==> config.mk <==
export PLATFORM = sky130hd
export DESIGN_NAME = tick_timer
export DESIGN_NICKNAME = d
export VERILOG_FILES = /design/src/rtl/tick_timer.sv
export SDC_FILE = /design/constraint.sdc
export NUM_CORES = 1
export LEC_CHECK = 0
export ABC_AREA = 1
export BUFFER_PORTS_ARGS = -buffer_cell sky130_fd_sc_hd__buf_2
export CAP_MARGIN = 20
export CORE_MARGIN = 2
export CORE_UTILIZATION = 30
export CTS_CLUSTER_DIAMETER = 50
export DETAILED_ROUTE_END_ITERATION = 8
export PLACE_DENSITY = 0.59
export SYNTH_ARGS = -nofsm -noshare
export SYNTH_HDL_FRONTEND = slang
export SYNTH_SLANG_ARGS = --single-unit
==> constraint.sdc <==
create_clock -name clk -period 1.35 [get_ports clk]
set_input_delay 0.2025 -clock clk [delete_from_list [all_inputs] [get_ports clk]]
set_output_delay 0.2025 -clock clk [all_outputs]
set_load 0.01 [all_outputs]
==> src/rtl/tick_timer.sv <==
module tick_timer #(
  parameter int CNT_W    = 12,
  parameter int FAST_TAP = 7,
  parameter int SLOW_TAP = 10,
  parameter int RD_W     = 8
) (
  input  logic            clk,
  input  logic            rst_n,
  input  logic            tick,
  output logic            irq_fast,
  output logic            irq_slow,
  output logic [RD_W-1:0] count_lo
);

  logic [CNT_W-1:0] cnt;
  logic             carry_fast, carry_slow;

  assign carry_fast = tick && (&cnt[FAST_TAP-1:0]);
  assign carry_slow = tick && (&cnt[SLOW_TAP-1:0]);
  assign count_lo   = cnt[RD_W-1:0];

  always_ff @(posedge clk or negedge rst_n) begin
    if (!rst_n) begin
      cnt      <= '0;
      irq_fast <= 1'b0;
      irq_slow <= 1'b0;
    end else begin
      if (tick) cnt <= cnt + 1'b1;
      irq_fast <= carry_fast;
      irq_slow <= carry_slow;
    end
  end

  p_hold_r2: assert property (@(posedge clk) disable iff (!rst_n)
    !tick |=> $stable(cnt));
  p_step_r2: assert property (@(posedge clk) disable iff (!rst_n)
    tick |=> cnt == $past(cnt) + 1'b1);
  p_fast_pos_r4: assert property (@(posedge clk) disable iff (!rst_n)
    irq_fast |-> cnt[FAST_TAP-1:0] == '0);
  p_slow_pos_r5: assert property (@(posedge clk) disable iff (!rst_n)
    irq_slow |-> irq_fast && cnt[SLOW_TAP-1:0] == '0);
  p_wrap_r6: assert property (@(posedge clk) disable iff (!rst_n)
    (tick && &cnt) |=> irq_fast && irq_slow && cnt == '0);
  p_idle_quiet_r7: assert property (@(posedge clk) disable iff (!rst_n)
    !tick |=> !irq_fast && !irq_slow);
  p_one_cycle_r7: assert property (@(posedge clk) disable iff (!rst_n)
    irq_fast |=> !irq_fast);

endmodule

==> insert_results.sql, run 1 <==
INSERT INTO impl_metrics (metric_group, metric, value, unit) VALUES
('global_route', 'initial_antenna_violation_count', '0', ''),
('place', 'numPortBuffers', '12', ''),
('clocking', 'cts_tree', 'built', ''),
('timing', 'setup_violations', '0', ''),
('detailed_routing', 'dr.pass1.iters', '4', ''),
('global_route', 'grt_first_pass_wirelength', '1731', 'um'),
('final_layout', 'final_layout_size_suffix_gt1_share', '28.40', '%'),
('worst_setup_path', 'crit_top_cell', 'nand2_2', ''),
('worst_setup_path', 'rr_worst_depth', '6', ''),
('detailed_routing', 'dr.first_iter.drc_count', '4', ''),
('yosys', 'synth.net_count', '76', ''),
('floorplanning', 'row_count', '16', ''),
('detailed_routing', 'via_count', '424', ''),
('timing', 'timing.slew.headroom', '82.46', '%'),
('final_layout', 'nFillCells', '203', ''),
('run_status', 'outcome', 'completed', ''),
('worst_setup_path', 'worst-endpoint-arrival', '1330', 'ps'),
('global_route', 'gr-usage-all-layers', '9.472', '%'),
('power_and_ir_drop', 'peak_ir_drop_on_the_vdd_network', '0.6376', 'mV'),
('floorplanning', 'die-area', '2499', 'um^2'),
('timing', 'rsz0062_at_grt', 'no', ''),
('detailed_routing', 'drtAntennaViolNets', '0', ''),
('run', 'timing.max_cap.violations', '0', ''),
('timing', 'clock_skew', '3.657', 'ps'),
('timing', 'post-route-min-period', '1163', 'ps'),
('floorplanning', 'start_util', '32.01', '%'),
('worst_setup_path', 'cpPeakStageDelay', '420', 'ps'),
('power_and_ir_drop', 'powerDensity', '1730', 'nW/um^2'),
('detailed_routing', 'remaining_drc_errors', '0', ''),
('final_layout', 'antenna_diode_count', '0', ''),
('clocking', 'cts.clk_slew.worst_paths', '80', 'ps'),
('yosys', 'synth_area', '634.4', 'um^2'),
('clocking', 'cts-resized-gates', '0', ''),
('yosys', 'unique_masters_post_synth', '15', ''),
('final_layout', 'design_area', '714.4', 'um^2'),
('detailed_routing', 'routed_wire_length_per_instance', '8.731', 'um'),
('yosys', 'netlist_instances', '72', ''),
('hold_path', 'hold-path-cell-count', '2', ''),
('place', 'dp.final_hpwl', '724.5', 'um'),
('clocking', 'clock_tree_root', 'clkbuf_4', ''),
('worst_setup_path', 'critPathSlowestCell', 'dfrtp_1', ''),
('floorplanning', 'core', '1982', 'um^2'),
('worst_setup_path', 'worst-endpoint-required', '1510', 'ps'),
('clocking', 'cts_buffers', '3', ''),
('worst_setup_path', 'crit_type', 'flop to flop', ''),
('timing', 'clock.fmax', '859.8', 'MHz'),
('clocking', 'clock_net_sink_count', '12', ''),
('worst_setup_path', 'crit_path_cell_trace', 'ha_1 > nand2_2 > nor2_4 > nand2_2 > xor2_1 > inv_1', ''),
('timing', 'number_of_pins_with_negative_max_slew_slack_in_the_final_report', '0', ''),
('worst_setup_path', 'critPathLaunchType', 'flop', ''),
('power_and_ir_drop', 'leakage', '0.3930', 'nW'),
('hold_path', 'worstHoldPathType', 'input port to flop', ''),
('floorplanning', 'die_height', '49.99', 'um'),
('clocking', 'htree_levels', '1', ''),
('yosys', 'synth.avg_cell_area', '8.811', 'um^2'),
('global_route', 'maximum_number_of_pins_on_one_net_before_global_route_repair', '13', ''),
('clocking', 'cts.path.max_buffers', '2', ''),
('yosys', 'ys_seq_elements', '12', ''),
('global_route', 'first_global_vias', '402', ''),
('final_layout', 'synthToLayoutAreaGrowth', '12.62', '%'),
('floorplanning', 'dieWidth', '49.99', 'um'),
('floorplanning', 'design.portCount', '13', ''),
('timing', 'fin_setup_tns', '0', 'ps'),
('detailed_routing', 'drt-vias-per-instance', '3.926', ''),
('place', 'gp_congestion', '0.7509', ''),
('clocking', 'post_cts.repair.setup_buffers', '0', ''),
('timing', 'post-route-period-util', '86.15', '%'),
('timing', 'least_margin_pin_slew', '263.1', 'ps'),
('final_layout', 'nets', '86', ''),
('worst_setup_path', 'end_kind', 'flop', ''),
('clocking', 'clk-insertion-delay-late', '270', 'ps'),
('global_route', 'grt_overflow', '0', ''),
('place', 'placed_cell_area', '668.1', 'um^2'),
('timing', 'report.final.hold_viol_count', '0', ''),
('yosys', 'synthesis.yosys.warnings', '0', ''),
('worst_setup_path', 'crit_path_max_fanout', '4', ''),
('yosys', 'seq_area_frac_synth', '47.34', '%'),
('detailed_routing', 'finalWirelength', '943', 'um');
-- stage by stage --
step                      power [mW]  utilization, %  setup WS [ps]  cells  hold WS, ps
after global routing           1.347           36.05          69.03    108        187.7
after floorplan               0.9431               -          235.8     72       -93.09
after global placement        0.9610           33.71          213.0    103        93.00
after detailed placement      0.9685           33.71          183.7    103        95.86
after CTS                      1.257           36.05          165.6    108        190.9
final                          1.236           36.05          186.9    108        195.9
-- synth_stat cells --
library cell  instances  area share (%)
nand2_1              16             9.5
nand2_4               1             1.8
xor2_1                5             6.9
dfrtp_1              12              47
nor2_4                2             3.6
xnor2_1               1             1.4
nor2_1                6             3.6
nand4_1               1            0.99
o21ai_1               1            0.79
inv_1                11             6.5
nand2_2               3             3.0
nor2_2                1            0.99
buf_4                 8             9.5
ha_1                  1             2.0
nand3_1               3             2.4
-- kinds of logic (layout without fill, tap and decap cells) --
| group | after synthesis | in the layout | share of synthesized area, % |
|---|---|---|---|
| compound gates | 1 | 1 | 0.7882 |
| simple gates | 33 | 33 | 25.64 |
| buf+inv | 19 | 28 | 15.98 |
| xor+xnor | 6 | 6 | 8.284 |
| flops | 12 | 12 | 47.34 |
| fa+ha+maj | 1 | 1 | 1.972 |
-- registers in the layout (all words and copies together), names as in the netlist --
name / flops
cnt: 10
irq_fast: 1
irq_slow: 1
-- cell usage in the layout (no fill, tap or decap) --
master / Yosys / routed
ha_1: 1 / 1
nand2_1: 16 / 16
clkbuf_4: 0 / 3
nor2_2: 1 / 1
clkbuf_8: 0 / 1
o21ai_1: 1 / 1
dlygate4sd3_1: 0 / 1
xor2_1: 5 / 5
nor2_1: 6 / 6
nand2_2: 3 / 3
nand3_1: 3 / 3
nand2_4: 1 / 1
nand4_1: 1 / 1
xnor2_1: 1 / 1
buf_2: 0 / 12
dfrtp_1: 12 / 12
inv_1: 11 / 11
nor2_4: 2 / 2
-- timing repair --
item,CTS,global route
endpoints found under the hold margin,12,0
hold buffers,1,0
endpoints found under the setup margin,0,0
-- path summary, 6_finish.rpt --
check                                        start                  to  slack, ps
worst min register to register  cnt[9]$_DFFE_PN0P_  cnt[9]$_DFFE_PN0P_        490
worst max register to register  cnt[0]$_DFFE_PN0P_  cnt[6]$_DFFE_PN0P_        190
worst max-delay path            cnt[0]$_DFFE_PN0P_  cnt[6]$_DFFE_PN0P_        190
worst min-delay path                          tick  cnt[0]$_DFFE_PN0P_        200
max in group asynchronous                    rst_n  cnt[8]$_DFFE_PN0P_        800
min in group asynchronous                    rst_n  cnt[6]$_DFFE_PN0P_        340
-- area by class of cell --
class                      instances  area, um^2  share of cell area [%]
sequential                        12       300.3                   42.03
multi-input combinational         41       232.7                   32.57
timing repair buffer              13       70.07                   9.807
inverter                          11       41.29                   5.779
clock buffer                       4       36.28                   5.079
tap                               27       33.78                   4.729
-- critical path, delay by kind of cell (launching register included) --
family	cells	cell delay, ps
DFF	1	420
and+or+nand+nor	3	270
adders and majority gates	1	200
xor gates and xnor gates	1	120
buffers and inverters	1	50
-- metal layers --
metal | up-vias | global-route usage (%) | wire (um)
met1 | 189 | 10.78 | 410
met4 | 0 | 5.556 | 20
met5 | - | 0 | 0
met3 | 2 | 2.727 | 34
li1 | 223 | - | -
met2 | 10 | 15.57 | 477
-- where the power goes --
| part | leakage (nW) | internal (mW) | switching [mW] |
|---|---|---|---|
| combinational | 0.220 | 0.161 | 0.214 |
| sequential | 0.152 | 0.453 | 0.126 |
| clock | 0.0210 | 0.164 | 0.117 |
Note: power is estimated with default switching activity, not from simulation.
==> run 2: changes to the inputs <==
--- a/config.mk
+++ b/config.mk
@@ -10,6 +10,7 @@
 export CAP_MARGIN = 20
 export CORE_MARGIN = 2
 export CORE_UTILIZATION = 30
+export CTS_BUF_LIST = sky130_fd_sc_hd__clkbuf_8
 export CTS_CLUSTER_DIAMETER = 50
 export DETAILED_ROUTE_END_ITERATION = 8
 export PLACE_DENSITY = 0.59
==> run 2 against run 1 <==
Compared with the run above: via count rose by 0.71%; largest cell class unchanged; design area up 2.6%; critical path depth unchanged; combinational power hardly changed; sequential power about the same.
==> insert_results.sql, run 2 (synthesis results as in run 1) <==
INSERT INTO impl_metrics (metric_group, metric, value, unit) VALUES
('run_status', 'outcome', 'completed', ''),
('timing', 'setup_violations', '0', ''),
('power_and_ir_drop', 'leakage', '0.4007', 'nW'),
('worst_setup_path', 'worst-endpoint-arrival', '1300', 'ps'),
('detailed_routing', 'via_count', '427', ''),
('timing', 'number_of_pins_with_negative_max_slew_slack_in_the_final_report', '0', ''),
('power_and_ir_drop', 'power_switching', '0.4820', 'mW'),
('floorplanning', 'start_util', '32.01', '%'),
('power_and_ir_drop', 'cellInternalPower', '0.8742', 'mW'),
('floorplanning', 'design.portCount', '13', ''),
('detailed_routing', 'finalWirelength', '974', 'um'),
('detailed_routing', 'remaining_drc_errors', '0', ''),
('worst_setup_path', 'crit_type', 'flop to flop', ''),
('global_route', 'gr-usage-all-layers', '9.981', '%'),
('detailed_routing', 'dr.first_iter.drc_count', '1', ''),
('power_and_ir_drop', 'power.combinational.fraction', '27.6', '%'),
('clocking', 'clk-insertion-delay-late', '250', 'ps'),
('final_layout', 'largestRegisters', 'cnt: 10 flops, irq_fast: 1 flops, irq_slow: 1 flops', ''),
('place', 'placed_cell_area', '668.1', 'um^2'),
('power_and_ir_drop', 'fin_total_pwr', '1.356', 'mW'),
('clocking', 'clock_net_sink_count', '12', ''),
('hold_path', 'worstHoldPathType', 'input port to flop', ''),
('worst_setup_path', 'worst-endpoint-required', '1490', 'ps'),
('worst_setup_path', 'crit_top_cell', 'nand2_2', ''),
('hold_path', 'hold_path_end', 'cnt[0]$_DFFE_PN0P_', ''),
('worst_setup_path', 'cpPeakStageDelay', '410', 'ps'),
('worst_setup_path', 'critPathLaunchType', 'flop', ''),
('global_route', 'maximum_number_of_pins_on_one_net_before_global_route_repair', '13', ''),
('power_and_ir_drop', 'p_sw_share', '35.54', '%'),
('timing', 'timing.slew.headroom', '81.90', '%'),
('detailed_routing', 'drtAntennaViolNets', '0', ''),
('place', 'numPortBuffers', '12', ''),
('final_layout', 'antenna_diode_count', '0', ''),
('worst_setup_path', 'end_kind', 'flop', ''),
('power_and_ir_drop', 'powerDensity', '1850', 'nW/um^2'),
('worst_setup_path', 'timing.reg2reg.setup_slack', '190', 'ps'),
('clocking', 'cts_buffers', '3', ''),
('floorplanning', 'row_count', '16', ''),
('final_layout', 'commonest_non_fill_non_tap_cells_in_the_layout', '16 x nand2_1, 12 x dfrtp_1, 12 x buf_2', ''),
('worst_setup_path', 'crit-reg2reg-launch', 'cnt[0]$_DFFE_PN0P_', ''),
('floorplanning', 'die-area', '2499', 'um^2'),
('hold_path', 'hold-path-cell-count', '2', ''),
('place', 'dp.final_hpwl', '724.5', 'um'),
('clocking', 'htree_levels', '1', ''),
('global_route', 'grt_overflow', '0', ''),
('clocking', 'clock_tree_root', 'clkbuf_8', ''),
('final_layout', 'synthToLayoutAreaGrowth', '15.58', '%'),
('detailed_routing', 'routed_wire_length_per_instance', '9.019', 'um'),
('global_route', 'initial_antenna_violation_count', '0', ''),
('detailed_routing', 'dr.pass1.iters', '2', ''),
('clocking', 'cts.clk_slew.worst_paths', '50', 'ps'),
('timing', 'post-route-min-period', '1161', 'ps'),
('clocking', 'cts_tree', 'built', ''),
('power_and_ir_drop', 'peak_ir_drop_on_the_vdd_network', '0.7423', 'mV'),
('final_layout', 'registers.top_by_ff_count', 'cnt', ''),
('final_layout', 'most_common_cell_after_layout_fill_and_taps_aside', 'nand2_1', ''),
('timing', 'setup_ws', '189.1', 'ps'),
('worst_setup_path', 'rr_worst_depth', '6', ''),
('timing', 'clock_skew', '3.202', 'ps'),
('power_and_ir_drop', 'p_clk_share', '29.5', '%'),
('final_layout', 'nets', '86', ''),
('floorplanning', 'core', '1982', 'um^2'),
('global_route', 'first_global_vias', '402', ''),
('timing', 'least_margin_pin_slew', '271.6', 'ps'),
('timing', 'post-route-period-util', '85.99', '%'),
('hold_path', 'min-delay-start', 'tick', ''),
('timing', 'report.final.hold_viol_count', '0', ''),
('final_layout', 'design_area', '733.2', 'um^2'),
('run', 'timing.max_cap.violations', '0', ''),
('timing', 'fin_setup_tns', '0', 'ps'),
('final_layout', 'largest_reg_flops', '10', ''),
('worst_setup_path', 'crit_path_max_fanout', '4', ''),
('worst_setup_path', 'crit_path_cell_trace', 'ha_1 > nand2_2 > nor2_4 > nand2_2 > xor2_1 > inv_1', ''),
('final_layout', 'final_layout_size_suffix_gt1_share', '28.40', '%'),
('timing', 'clock.fmax', '861.4', 'MHz'),
('clocking', 'cts.path.max_buffers', '2', ''),
('worst_setup_path', 'critPathSlowestCell', 'dfrtp_1', ''),
('place', 'pre_cts_ws', '183.7', 'ps'),
('detailed_routing', 'drt-vias-per-instance', '3.954', ''),
('power_and_ir_drop', 'share_seq_of_total_power', '42.9', '%'),
('global_route', 'grt_first_pass_wirelength', '1738', 'um'),
('worst_setup_path', 'r2r-end', 'cnt[6]$_DFFE_PN0P_', ''),
('floorplanning', 'dieWidth', '49.99', 'um'),
('final_layout', 'finalCoreUtilization', '36.99', '%'),
('floorplanning', 'die_height', '49.99', 'um'),
('timing', 'rsz0062_at_grt', 'no', ''),
('place', 'gp_congestion', '0.7509', '');
-- run 2: how the worst max path moves through the flow --
stage,start,end
after floorplan,cnt[0]$_DFFE_PN0P_,cnt[6]$_DFFE_PN0P_
after CTS,cnt[0]$_DFFE_PN0P_,cnt[6]$_DFFE_PN0P_
after global routing,cnt[0]$_DFFE_PN0P_,cnt[8]$_DFFE_PN0P_
after global placement,cnt[0]$_DFFE_PN0P_,cnt[8]$_DFFE_PN0P_
after detailed placement,cnt[0]$_DFFE_PN0P_,cnt[6]$_DFFE_PN0P_
final,cnt[0]$_DFFE_PN0P_,cnt[6]$_DFFE_PN0P_
-- run 2: final cells by class --
class | instances | area [um^2]
Fill cell | 204 | 1249
Sequential cell | 12 | 300.3
Multi-Input combinational cell | 41 | 232.7
Timing Repair Buffer | 13 | 70.07
Clock buffer | 4 | 55.05
Inverter | 11 | 41.29
Tap cell | 27 | 33.78
-- run 2: power by group through the flow --
stage / sequential, mW / combinational, mW / clock, mW
CTS: 0.586 / 0.382 / 0.410
global route: 0.601 / 0.426 / 0.427
floorplan: 0.559 / 0.384 / 0
detailed placement: 0.591 / 0.378 / 0
global placement: 0.583 / 0.378 / 0
finish: 0.581 / 0.374 / 0.400
-- run 2: through the flow --
| stage | std cells | hold WS, ps |
|---|---|---|
| after global routing | 108 | 233.8 |
| after detailed placement | 103 | 95.86 |
| after global placement | 103 | 93.00 |
| after floorplan | 72 | -93.09 |
| after CTS | 108 | 217.6 |
| final | 108 | 218.2 |
-- run 2: repair_timing --
action	CTS	global route
gates resized for setup	0	0
setup buffers	0	0
hold buffers	1	0
endpoints found under the hold margin	12	0
-- run 2: routing by layer --
metal,vias up,GRT usage [%],wire length (um)
met1,188,10.59,423
met4,0,9.722,46
met2,11,15.57,461
li1,223,-,-
met3,5,2.727,41
met5,-,0,0
-- run 2: worst max-delay path: cells and delay by family, from the launching register on --
family,cells,cell delay [ps]
flops,1,410
buf+inv,1,50
xor+xnor,1,120
simple gates,3,270
fa+ha+maj,1,200
==> run 3: changes to the inputs <==
--- a/config.mk
+++ b/config.mk
@@ -9,11 +9,10 @@
 export BUFFER_PORTS_ARGS = -buffer_cell sky130_fd_sc_hd__buf_2
 export CAP_MARGIN = 20
 export CORE_MARGIN = 2
-export CORE_UTILIZATION = 30
-export CTS_BUF_LIST = sky130_fd_sc_hd__clkbuf_8
+export CORE_UTILIZATION = 33
 export CTS_CLUSTER_DIAMETER = 50
 export DETAILED_ROUTE_END_ITERATION = 8
-export PLACE_DENSITY = 0.59
+export PLACE_DENSITY = 0.63
 export SYNTH_ARGS = -nofsm -noshare
 export SYNTH_HDL_FRONTEND = slang
 export SYNTH_SLANG_ARGS = --single-unit
==> run 3 against run 2 <==
Compared with the run above: critical path depth stayed put; clock power is 28% lower; fmax is 1.5% lower; utilization is 3.4 points higher; combinational power hardly changed; final cell count is 1.9% lower; total power is 8.5% lower; clock skew hardly changed; count of clock-buffer cells in the layout stayed put; critical path type unchanged; largest cell class unchanged; highest routed layer unchanged.
==> insert_results.sql, run 3 (synthesis results as in run 1) <==
INSERT INTO impl_metrics (metric_group, metric, value, unit) VALUES
('floorplanning', 'die_height', '47.85', 'um'),
('final_layout', 'nFillCells', '195', ''),
('clocking', 'post_cts.repair.setup_buffers', '0', ''),
('power_and_ir_drop', 'powerDensity', '1743', 'nW/um^2'),
('floorplanning', 'start_util', '35.96', '%'),
('worst_setup_path', 'worst-endpoint-required', '1520', 'ps'),
('timing', 'clock_skew', '3.670', 'ps'),
('detailed_routing', 'finalWirelength', '911', 'um'),
('worst_setup_path', 'crit_top_cell', 'nand2_2', ''),
('floorplanning', 'dieWidth', '47.85', 'um'),
('timing', 'rsz0062_at_grt', 'no', ''),
('detailed_routing', 'remaining_drc_errors', '0', ''),
('timing', 'least_margin_pin_slew', '266.2', 'ps'),
('global_route', 'maximum_number_of_pins_on_one_net_before_global_route_repair', '13', ''),
('final_layout', 'finalCoreUtilization', '40.35', '%'),
('detailed_routing', 'dr.pass1.iters', '3', ''),
('place', 'dp.final_hpwl', '711.1', 'um'),
('final_layout', 'nets', '86', ''),
('timing', 'post-route-period-util', '87.26', '%'),
('power_and_ir_drop', 'peak_ir_drop_on_the_vdd_network', '0.5844', 'mV'),
('worst_setup_path', 'worst-endpoint-arrival', '1350', 'ps'),
('timing', 'post-route-min-period', '1178', 'ps'),
('hold_path', 'worstHoldPathType', 'input port to flop', ''),
('clocking', 'clock_net_sink_count', '12', ''),
('detailed_routing', 'dr.first_iter.drc_count', '4', ''),
('timing', 'timing.slew.headroom', '82.25', '%'),
('clocking', 'clk-insertion-delay-late', '280', 'ps'),
('place', 'numPortBuffers', '12', ''),
('timing', 'clock.fmax', '848.9', 'MHz'),
('power_and_ir_drop', 'leakage', '0.3930', 'nW'),
('detailed_routing', 'drt-vias-per-instance', '4.113', ''),
('floorplanning', 'die-area', '2289', 'um^2'),
('clocking', 'cts_tree', 'built', ''),
('global_route', 'met3_track_utilization_from_global_routing', '2.264', '%'),
('worst_setup_path', 'crit_path_cell_trace', 'ha_1 > nand2_2 > nor2_4 > nand2_2 > xor2_1 > inv_1', ''),
('detailed_routing', 'via_count', '436', ''),
('clocking', 'clock_tree_root', 'clkbuf_4', ''),
('global_route', 'grt_overflow', '0', ''),
('final_layout', 'synthToLayoutAreaGrowth', '12.23', '%'),
('global_route', 'first_global_vias', '391', ''),
('worst_setup_path', 'crit_type', 'flop to flop', ''),
('timing', 'whs', '180.9', 'ps'),
('place', 'pre_cts_ws', '185.2', 'ps'),
('timing', 'setup_violations', '0', ''),
('floorplanning', 'core', '1764', 'um^2'),
('timing', 'number_of_pins_with_negative_max_slew_slack_in_the_final_report', '0', ''),
('floorplanning', 'row_count', '15', ''),
('worst_setup_path', 'cpPeakStageDelay', '410', 'ps'),
('detailed_routing', 'drtAntennaViolNets', '0', ''),
('global_route', 'grt_busiest_layer', 'met2', ''),
('global_route', 'gr-usage-all-layers', '10.49', '%'),
('final_layout', 'antenna_diode_count', '0', ''),
('clocking', 'cts.clk_slew.worst_paths', '80', 'ps'),
('final_layout', 'registers.top_by_ff_count', 'cnt', ''),
('global_route', 'grt_first_pass_wirelength', '1566', 'um'),
('final_layout', 'largestRegisters', 'cnt: 10 flops, irq_fast: 1 flops, irq_slow: 1 flops', ''),
('final_layout', 'final_layout_size_suffix_gt1_share', '28.40', '%'),
('run', 'timing.max_cap.violations', '0', ''),
('place', 'gp_congestion', '0.7717', ''),
('timing', 'report.final.hold_viol_count', '0', ''),
('detailed_routing', 'routed_wire_length_per_instance', '8.594', 'um'),
('worst_setup_path', 'end_kind', 'flop', ''),
('power_and_ir_drop', 'fin_total_pwr', '1.241', 'mW'),
('timing', 'fin_setup_tns', '0', 'ps'),
('clocking', 'cts.path.max_buffers', '2', ''),
('worst_setup_path', 'critPathLaunchType', 'flop', ''),
('final_layout', 'most_common_cell_after_layout_fill_and_taps_aside', 'nand2_1', ''),
('run_status', 'outcome', 'completed', ''),
('timing', 'setup_ws', '172.0', 'ps'),
('global_route', 'initial_antenna_violation_count', '0', ''),
('global_route', 'grt_util_met2', '15.20', '%'),
('final_layout', 'commonest_non_fill_non_tap_cells_in_the_layout', '16 x nand2_1, 12 x dfrtp_1, 12 x buf_2', ''),
('global_route', 'gr_util_met1', '12.02', '%'),
('worst_setup_path', 'crit_path_max_fanout', '4', ''),
('clocking', 'htree_levels', '1', ''),
('worst_setup_path', 'critPathSlowestCell', 'dfrtp_1', ''),
('clocking', 'cts_buffers', '3', ''),
('floorplanning', 'design.portCount', '13', ''),
('final_layout', 'largest_reg_flops', '10', '');
run 3: cell counts in the layout (fill, tap and decap cells not counted):
No cell type changed its count.
run 3: path summary, 6_finish.rpt:
kind | startpoint | endpoint | slack, ps | cells past startpoint
hold / removal | tick | cnt[0]$_DFFE_PN0P_ | 180 | 2
max in group asynchronous | rst_n | cnt[5]$_DFFE_PN0P_ | 820 | 2
setup / recovery | cnt[0]$_DFFE_PN0P_ | cnt[6]$_DFFE_PN0P_ | 170 | 6
hold reg to reg | cnt[9]$_DFFE_PN0P_ | cnt[9]$_DFFE_PN0P_ | 480 | 2
setup reg to reg | cnt[0]$_DFFE_PN0P_ | cnt[6]$_DFFE_PN0P_ | 170 | 6
min in group asynchronous | rst_n | cnt[2]$_DFFE_PN0P_ | 320 | 2
run 3: timing repair:
action	in CTS	in global routing
resized for setup	0	0
hold buffers	1	0
hold endpoints to repair	12	0
run 3: metrics by stage:
stage,instances,instance area [um^2]
2_1_floorplan,72,634.4
4_1_cts,106,711.9
5_1_grt,106,711.9
6_report,106,711.9
3_5_place_dp,101,665.6
3_3_place_gp,101,665.6
run 3: final cells by class:
| cell class | count | area, um^2 | share of cell area [%] |
|---|---|---|---|
| sequential | 12 | 300.3 | 42.18 |
| multi-input combinational | 41 | 232.7 | 32.69 |
| timing repair buffer | 13 | 70.07 | 9.842 |
| inverter | 11 | 41.29 | 5.800 |
| clock buffer | 4 | 36.28 | 5.097 |
| tap | 25 | 31.28 | 4.394 |
run 3: critical path: cells and delay by family (launching register included):
family        cells  cell delay [ps]
xor+xnor          1              130
fa+ha+maj         1              200
buf+inv           1               50
flops             1              410
simple gates      3              280
run 3: routing by layer:
layer  up-vias  share of wire [%]
met4         0                5.8
met2        11                 47
li1        223                  -
met5         -                  0
met3         6                4.0
met1       196                 43
run 3: where the power goes:
group          leakage (nW)  internal, mW  switching (mW)
Sequential            0.152         0.453           0.122
Clock                0.0210         0.164           0.124
Combinational         0.220         0.162           0.216
Total                 0.393         0.779           0.462
